==> src/rtl/lfsr_pm_pkg.sv <==
// Shared definitions for the LFSR period meter.
// Assumes: MAX_W no larger than 32 for the default build.
package lfsr_pm_pkg;
    typedef enum logic {
        PM_IDLE = 1'b0,
        PM_RUN  = 1'b1
    } pm_fsm_e;
endpackage

==> src/rtl/lfsr_pm_mask.sv <==
// Width-to-mask decoder: sets the low WIDTH bits of the mask.
// Assumes: widths above MAX_W saturate to all ones; width 0 gives an empty mask.
module lfsr_pm_mask #(
    parameter int MAX_W = 32,
    parameter int WW    = $clog2(MAX_W + 1)
) (
    input  logic [WW-1:0]    width_i,
    output logic [MAX_W-1:0] mask_o
);
    // One comparator per bit position.
    for (genvar i = 0; i < MAX_W; i++) begin : g_bit
        assign mask_o[i] = (width_i > WW'(i));
    end
endmodule

==> src/rtl/lfsr_pm_step.sv <==
// Single Fibonacci step: shift left, truncate, insert tap parity at bit 0.
// Assumes: taps_i and state_i are already restricted to the active width.
module lfsr_pm_step #(
    parameter int MAX_W = 32
) (
    input  logic [MAX_W-1:0] state_i,
    input  logic [MAX_W-1:0] taps_i,
    input  logic [MAX_W-1:0] mask_i,
    output logic [MAX_W-1:0] next_o
);
    logic fb;

    // Feedback parity over the tapped stages, then shift.
    always_comb begin
        fb     = ^(state_i & taps_i);
        next_o = ({state_i[MAX_W-2:0], 1'b0} & mask_i) | {{(MAX_W-1){1'b0}}, fb};
    end
endmodule

==> src/rtl/lfsr_pm_counter.sv <==
// Saturating step counter with synchronous clear.
// Assumes: clr_i has priority over inc_i.
module lfsr_pm_counter #(
    parameter int CW = 33
) (
    input  logic          clk,
    input  logic          rst_n,
    input  logic          clr_i,
    input  logic          inc_i,
    output logic [CW-1:0] cnt_o,
    output logic [CW-1:0] cnt_next_o
);
    logic [CW-1:0] cnt_q;

    // Next value stops at all ones.
    always_comb cnt_next_o = (cnt_q == {CW{1'b1}}) ? cnt_q : cnt_q + CW'(1);

    // Count register.
    always_ff @(posedge clk) begin
        if (!rst_n)     cnt_q <= '0;
        else if (clr_i) cnt_q <= '0;
        else if (inc_i) cnt_q <= cnt_next_o;
    end

    assign cnt_o = cnt_q;

    assert_no_wrap_R10: assert property (@(posedge clk) disable iff (!rst_n)
        (inc_i && !clr_i) |=> (cnt_q != '0));
endmodule

==> src/rtl/lfsr_period_meter.sv <==
// LFSR period meter: runs a Fibonacci LFSR model from a seed until the seed
// recurs or 2^N steps pass, reporting the step count.
// Assumes: inputs are sampled only on an accepted start; one step per clock.
module lfsr_period_meter #(
    parameter int MAX_W = 32,
    parameter int WW    = $clog2(MAX_W + 1),
    parameter int CW    = MAX_W + 1
) (
    input  logic             clk,
    input  logic             rst_n,
    input  logic             start_i,
    input  logic [WW-1:0]    width_i,
    input  logic [MAX_W-1:0] taps_i,
    input  logic [MAX_W-1:0] seed_i,
    output logic             busy_o,
    output logic             done_o,
    output logic             timeout_o,
    output logic [CW-1:0]    period_o,
    output logic             step_valid_o,
    output logic [MAX_W-1:0] step_state_o
);
    import lfsr_pm_pkg::*;

    pm_fsm_e          fsm_q;
    logic [MAX_W-1:0] mask_w, mask_q, taps_q, seed_q, state_q, next_w;
    logic [CW-1:0]    cnt_w, cnt_next_w, limit_w, period_q;
    logic             done_q, tmo_q, vld_q, accept_w, run_w;
    logic [MAX_W-1:0] out_q;

    lfsr_pm_mask #(.MAX_W(MAX_W), .WW(WW)) u_mask (
        .width_i (width_i),
        .mask_o  (mask_w)
    );

    lfsr_pm_step #(.MAX_W(MAX_W)) u_step (
        .state_i (state_q),
        .taps_i  (taps_q),
        .mask_i  (mask_q),
        .next_o  (next_w)
    );

    lfsr_pm_counter #(.CW(CW)) u_cnt (
        .clk        (clk),
        .rst_n      (rst_n),
        .clr_i      (accept_w),
        .inc_i      (run_w),
        .cnt_o      (cnt_w),
        .cnt_next_o (cnt_next_w)
    );

    // Start is taken only while idle; the counter advances on every run cycle.
    always_comb begin
        accept_w = start_i && (fsm_q == PM_IDLE);
        run_w    = (fsm_q == PM_RUN);
        limit_w  = {1'b0, mask_q} + CW'(1);
    end

    // Control, state and result registers.
    always_ff @(posedge clk) begin
        if (!rst_n) begin
            fsm_q    <= PM_IDLE;
            mask_q   <= '0;
            taps_q   <= '0;
            seed_q   <= '0;
            state_q  <= '0;
            done_q   <= 1'b0;
            tmo_q    <= 1'b0;
            period_q <= '0;
            vld_q    <= 1'b0;
            out_q    <= '0;
        end else begin
            vld_q <= 1'b0;
            if (accept_w) begin
                mask_q   <= mask_w;
                taps_q   <= taps_i & mask_w;
                seed_q   <= seed_i & mask_w;
                state_q  <= seed_i & mask_w;
                done_q   <= 1'b0;
                tmo_q    <= 1'b0;
                period_q <= '0;
                fsm_q    <= PM_RUN;
            end else if (run_w) begin
                vld_q   <= 1'b1;
                out_q   <= next_w;
                state_q <= next_w;
                if (next_w == seed_q) begin
                    done_q   <= 1'b1;
                    period_q <= cnt_next_w;
                    fsm_q    <= PM_IDLE;
                end else if (cnt_next_w == limit_w) begin
                    done_q   <= 1'b1;
                    tmo_q    <= 1'b1;
                    period_q <= cnt_next_w;
                    fsm_q    <= PM_IDLE;
                end
            end
        end
    end

    assign busy_o       = (fsm_q == PM_RUN);
    assign done_o       = done_q;
    assign timeout_o    = tmo_q;
    assign period_o     = period_q;
    assign step_valid_o = vld_q;
    assign step_state_o = out_q;

    // Strobed states never carry bits above the active width.
    assert_state_in_mask_R1: assert property (@(posedge clk) disable iff (!rst_n)
        step_valid_o |-> ((step_state_o & ~mask_q) == '0));
    // A finish always leaves the running state.
    assert_done_stops_R4: assert property (@(posedge clk) disable iff (!rst_n)
        $rose(done_o) |-> !busy_o);
    // A finish without timeout means the strobed state is the seed.
    assert_match_on_finish_R4: assert property (@(posedge clk) disable iff (!rst_n)
        ($rose(done_o) && !timeout_o) |-> (step_state_o == seed_q));
    // Timeout only together with done.
    assert_timeout_done_R6: assert property (@(posedge clk) disable iff (!rst_n)
        timeout_o |-> done_o);
    // Start while running leaves the captured seed untouched.
    assert_start_ignored_R7: assert property (@(posedge clk) disable iff (!rst_n)
        (busy_o && start_i) |=> $stable(seed_q));
    // Done and period hold until the next start.
    assert_done_held_R7: assert property (@(posedge clk) disable iff (!rst_n)
        (done_o && !start_i) |=> (done_o && $stable(period_o)));
    // A strobe only follows a running cycle.
    assert_valid_after_run_R8: assert property (@(posedge clk) disable iff (!rst_n)
        step_valid_o |-> $past(busy_o));
endmodule

==> config.mk <==
export PLATFORM = sky130hd
export DESIGN_NAME = lfsr_period_meter
export DESIGN_NICKNAME = d
export VERILOG_FILES = /design/src/rtl/lfsr_pm_pkg.sv /design/src/rtl/lfsr_pm_mask.sv /design/src/rtl/lfsr_pm_step.sv /design/src/rtl/lfsr_pm_counter.sv /design/src/rtl/lfsr_period_meter.sv
export SDC_FILE = /design/constraint.sdc
export NUM_CORES = 1
export LEC_CHECK = 0
export BUFFER_PORTS_ARGS = -buffer_cell sky130_fd_sc_hd__buf_2
export CORE_MARGIN = 1
export CORE_UTILIZATION = 64
export CTS_CLUSTER_SIZE = 25
export DETAILED_ROUTE_END_ITERATION = 8
export PLACE_DENSITY = 0.91
export RECOVER_POWER = 100
export REMOVE_ABC_BUFFERS = 1
export SLEW_MARGIN = 20
export SYNTH_ARGS = -nofsm -noshare
export SYNTH_HDL_FRONTEND = slang
export SYNTH_HIERARCHICAL = 1
export SYNTH_SLANG_ARGS = --single-unit
export TNS_END_PERCENT = 5
==> constraint.sdc <==
create_clock -name clk -period 6.5 [get_ports clk]
set_input_delay 0.975 -clock clk [delete_from_list [all_inputs] [get_ports clk]]
set_output_delay 0.975 -clock clk [all_outputs]
set_load 0.005 [all_outputs]
======== Word-level counts from Yosys, hierarchy flattened ========
Index checks and enable logic that the tools add are counted.
cells by class
  muxes and demuxes ....................... 12
  shifts and indexed selects .............. 0
  equality and inequality tests ........... 3
  add/subtract/negate cells ............... 2
  bitwise operators ....................... 9
  reductions and logical operators ........ 8
  $mul .................................... 0
  div/mod/pow operators ................... 0
  magnitude comparators ................... 32
operators with widths
  cell                     count
  $and A32 B32 Y32         4
  $mux W33                 3
  $gt A6 B5 Y1 const B     16
  $mux W32                 2
  $gt A6 B4 Y1 const B     8
  $add A32 B1 Y33 const B  1
  $add A33 B1 Y33 const B  1
  $eq A33 B33 Y1           1
  $eq A33 B33 Y1 const B   1
  $eq A32 B32 Y1           1
  $or A32 B1 Y32           1
  $reduce_xor A32 Y1       1
  $gt A6 B3 Y1 const B     4
  $gt A6 B1 Y1 const B     2
  $gt A6 B2 Y1 const B     2
  $mux W1                  7
  $not A1 Y1               4
  $reduce_and A2 Y1        2
  $reduce_bool A2 Y1       2
  $reduce_and A3 Y1        1
  $reduce_or A2 Y1         1
  $logic_and A1 B1 Y1      1
storage, ports and cells
  register bits ........................... 230
  output and inout port bits .............. 69
  bits in read-only memories .............. 0
  memories kept ........................... 0
  logic and storage cells ................. 77
  latch bits .............................. 0
  bits in writable memories ............... 0

======== Depth between registers and ports, before layout ========
  depth after elaboration ................. 7
  depth in mapped cells ................... 18
  depth with buffers taken out ............ 13

======== Cells and area by module ========
The synthesis kept the hierarchy.
by module, submodules not included
  module             times used  sequential area each (µm²)  cells each  area an instance (µm²)
  lfsr_period_meter  1           3943.8                      1125        9426.5
  lfsr_pm_counter    1           660.6                       303         2248.4
  lfsr_pm_step       1           0.0                         95          594.3
  lfsr_pm_mask       1           0.0                         61          327.8

======== Worst setup path after synthesis ========
No wires, ideal clock.
  kind .................................... reg2reg
  start point ............................. reg u_cnt.cnt_q[7] (netlist: u_cnt/cnt_o[7])
  end point ............................... reg period_q[24] (netlist: period_o[24])
  arrival time ............................ 3.880 ns
  setup time .............................. 0.119 ns
  path slack .............................. 2.502 ns
  clock period less this slack ............ 3.998 ns
  stages on the path, launching flop included .. 17
  cells stage by stage .................... dfxtp_1 -> nand4_4 -> or4_4 -> buf_6 -> buf_6 -> nor2_1 -> xnor2_1 -> nand2_1 -> xor2_1 -> or4b_2 -> or3_1 -> o2111ai_1 -> nor2_1 -> o41a_1 -> buf_6 -> buf_8 -> mux2i_1
on the way
  cells in the longest elaborated chain, start to end .. 5
  elaborated cells on any way between the ends .. 8
ends and longest elaborated chain
  what                                               line                     text
  start: declaration                                 lfsr_pm_counter.sv:13    logic [CW-1:0] cnt_q;
  start signal: assignment                           lfsr_pm_counter.sv:22    else if (inc_i) cnt_q <= cnt_next_o;
  $add A33 B1 Y33 or $eq A33 B33 Y1 (tied branches)  lfsr_pm_counter.sv:16    always_comb cnt_next_o = (cnt_q == {CW{1'b1}}) ? cnt_q : cnt_q + CW'(1);
  $mux W33 *                                         lfsr_pm_counter.sv:16
  named net cnt_next_w[25]                           lfsr_period_meter.sv:26  logic [CW-1:0] cnt_w, cnt_next_w, limit_w, period_q;
  $eq A33 B33 Y1 *                                   lfsr_period_meter.sv:90  end else if (cnt_next_w == limit_w) begin
  $reduce_bool A2 Y1 (no source line) *              -
  $reduce_and A2 Y1 (no source line) *               -
  end signal: assignment                             lfsr_period_meter.sv:88  period_q <= cnt_next_w;
  end signal: assignment                             lfsr_period_meter.sv:93  period_q <= cnt_next_w;
  end: declaration                                   lfsr_period_meter.sv:26
The timed path passes the listed nets; every way through them passes the cells marked *. The select of a mux whose other input is x is not followed.
A chain may end at the register's enable or synchronous reset.

======== Worst setup path after layout ========
  start point ............................. reg u_cnt.cnt_q[0] (netlist: u_cnt/cnt_o[0])
  end point ............................... reg period_q[17] (netlist: period_o[17])
The elaborated chain is that of the path after synthesis.

==> out/qor.txt <==
Status = finished, violations left
Violated checks = max-capacitance violations, max-slew violations
Ys Warns = 6
CTS Hold Bufs = 0
Cts bufs inserted = 24
Fin. Hold Viols = 0
DIE AREA = 0.0202 sq mm
Row Count = 50
Pwr per Cell Area = 227 mW/mm^2
Critical Path Start Type = register
Net Sw Power = 0.843 mW
Final clock skew = 0.0180 ns
Met1 Usage GRT = 44.1%
Largest net degree at the start of global routing = 137
Clock sinks = 230
Sequential share of power = 48.2%
Total GRT Usage = 33.7%
First DRT Iteration DRCs = 1276
Resize count post-CTS = 0
Reg-to-reg critical path startpoint = u_cnt/cnt_o[0]
Met2 GRT Util = 54.9%
Least-Margin Pin Slew = 3.78 ns
Yosys reg bits = 230
Sw Ratio = 26.8%
Combinational Power Share = 10.8%
Diodes inserted = 0
Drt total wl = 34300 microns
WL/cell = 17.8 microns
DP HPWL = 23600 microns
Fin. max-slew vios = 286
Clock power share = 41.1%
Design Area, Final = 0.0139 sq mm
Area of the core = 0.0190 sq mm
I/O Buffers = 141
Fill cell count = 1510
FF-to-FF End = period_o[17]
Post-Syn Instances = 1584
Synth async-reset ratio = 0%
Via count = 11.9k
Post-CTS setup buffer count = 0
DP Area = 0.0132 sq mm
Area delta synth->final = 10.4%
Placed insts = 1885
Setup crit start = u_cnt/cnt_o[0]
Req. time, crit path = 6.81 ns
Sequential cell area fraction in the yosys report = 36.6%
Clk root buf = clkbuf_16
Initial antenna violation count = 0
Clk buf depth = 3
Max VDD drop = 235 uV
Synth unique cells = 73
FF-to-FF setup slack = 1.14 ns
Die H = 142 microns
Total grt overflow = 0
Max_slew headroom = -152%
Unrepaired setup endpoints after global routing = no
Max cap viols = 4
Tcrit/Tclk final = 82.4%
WP data arrival = 5.67 ns
CP Max Fanout = 35
Routed vias/inst = 6.18
Antenna-violating nets left = 0
TritonCTS clock tree = built
Die width = 142 microns
FMAX = 187 MHz
CP Capture Point = period_o[17]
Mapped Avg Cell Area = 7.95 sq um
Class of the worst hold path = register to register
GR Util met3 = 4.95%
Clk slew on worst S/H paths = 0.06 ns
Layer with the highest usage = met2
Crit. End Element = register
FF-to-FF path depth = 13
EDFF count, synth = 0
Int Power = 2.31 mW
Crit path kind = register to register
Top Ports = 142
Min cycle time layout = 5.36 ns
GP Congestion = 0.937
DRC = 0
Final nets = 1727
Fin cells = 1929
DRT Pass-1 Iters = 6
Fraction of layout cells with a size suffix above 1 = 11.0%
Setup TNS = 0 ns
Initial Utilization = 66.2%
Ys flop type = dfxtp_1
Lkg Pwr = 5.49 nW
Global-route wire length before repair = 54800 microns
Post-Syn Area = 0.0126 sq mm
Vias in the first global route = 10.9k
H-tree depth = 1
Final Setup Violations = 0
Worst-skew pair later-pin latency = 0.54 ns
cells in the mapped netlist (all sizes together), types with 3 or more instances:
master / count / share of area [%]
nor4: 27 / 1.8
o2111ai: 3 / 0.21
nor3b: 3 / 0.18
nand2b: 37 / 1.8
buf: 28 / 1.6
nand3: 90 / 3.7
nand4: 25 / 1.5
dfxtp: 230 / 37
xor2: 56 / 3.9
nand2: 321 / 9.6
clkbuf: 80 / 2.4
a31oi: 49 / 2.4
o21bai: 9 / 0.54
nor2: 46 / 1.4
and4: 21 / 1.5
or4: 4 / 0.27
nor2b: 34 / 1.7
a211oi: 4 / 0.24
and3: 22 / 1.1
a21oi: 17 / 0.68
mux2i: 34 / 2.7
inv: 18 / 0.54
a41oi: 4 / 0.34
or3: 4 / 0.20
nor3: 41 / 1.8
xnor2: 71 / 4.9
o21a: 7 / 0.42
and2: 68 / 3.4
o22ai: 4 / 0.20
a21boi: 129 / 7.7
o21ai: 72 / 2.9
layout make-up:
class / instances / area (sq um) / share of cell area, %
clock buffers: 34 / 668 / 4.80
clock inverters: 9 / 62.6 / 0.450
inverters: 18 / 67.6 / 0.486
multi-input cells: 1228 / 7420 / 53.4
flip-flops and latches: 230 / 4600 / 33.1
well taps: 260 / 325 / 2.34
repair buffers: 150 / 753 / 5.42
registers in the layout, summed over array words and instances, names as in the netlist, 32 cells and up:
register	flops
u_cnt/cnt_o	33
mask_q	32
seed_q	32
period_o	33
taps_q	32
state_q	32
step_state_o	32
metal layers:
| layer | wire length [microns] | part of all wire, % |
|---|---|---|
| met1 | 13700 | 40 |
| met2 | 15800 | 46 |
| met3 | 3250 | 9.5 |
| met4 | 1560 | 4.5 |
| met5 | 0 | 0 |
power by group through the flow:
| stage | sequential, mW | clock (mW) | combinational (mW) |
|---|---|---|---|
| after global routing | 1.52 | 1.36 | 0.370 |
| after CTS | 1.51 | 1.30 | 0.330 |
| after floorplan | 1.53 | 0 | 0.200 |
| after global placement | 1.54 | 0 | 0.317 |
| after detailed placement | 1.54 | 0 | 0.327 |
| final | 1.52 | 1.29 | 0.339 |
cell usage in the layout, fill, tap and decap left out, drive strengths merged, types with 21 or more instances in the layout:
cell type and n:
a21boi 129, a31oi 49, and2 68, and3 22, and4 21, buf 121
clkbuf 63, dfxtp 230, mux2i 34, nand2 321, nand2b 37, nand3 90
nand4 25, nor2 46, nor2b 34, nor3 41, nor4 27, o21ai 72
xnor2 71, xor2 56
per-stage QoR:
step	util (%)	total power, mW	worst slack (ns)	hold WS, ns
after global placement	69.4	1.86	1.96	0.428
after CTS	73.3	3.15	1.86	0.441
final	73.1	3.15	1.14	0.437
after global routing	73.1	3.25	0.720	0.453
after detailed placement	69.4	1.87	1.91	0.432
after floorplan	-	1.73	0.174	0.441
worst max-delay path: stages (launching register included):
cell      delay (ns)
dfxtp_1         0.45
ha_1            0.29
nand3_1         0.48
nor4_1          0.64
and3_1          0.30
xnor2_1         0.13
nand2_1         0.15
xor2_1          0.19
and4_1          0.21
o22ai_1         0.20
nor2_1          0.08
nand4b_1        0.12
o41a_1          1.58
mux2i_1         0.27
how the worst min path moves through the flow:
stage	start	endpoint	slack, ns	depth (start not counted)
global placement	done_o	done_o	0.43	2
floorplan	done_o	done_o	0.44	2
CTS	done_o	done_o	0.44	2
global route	done_o	done_o	0.45	2
detailed placement	done_o	done_o	0.43	2
finish	done_o	done_o	0.44	2
cells by family (layout without fill, tap and decap cells):
kind of cell,count (synthesis),count (layout),synth area share [%]
AO/OA/AOI/OAI,312,312,16.6
adder cells (fa/ha/maj),2,2,0.199
XOR/XNOR,127,127,8.83
AND/OR/NAND/NOR,752,752,30.5
flip-flops,230,230,36.6
buffers and inverters,126,211,4.48
multiplexers,35,35,2.79
(Power assumes the default switching activity.)
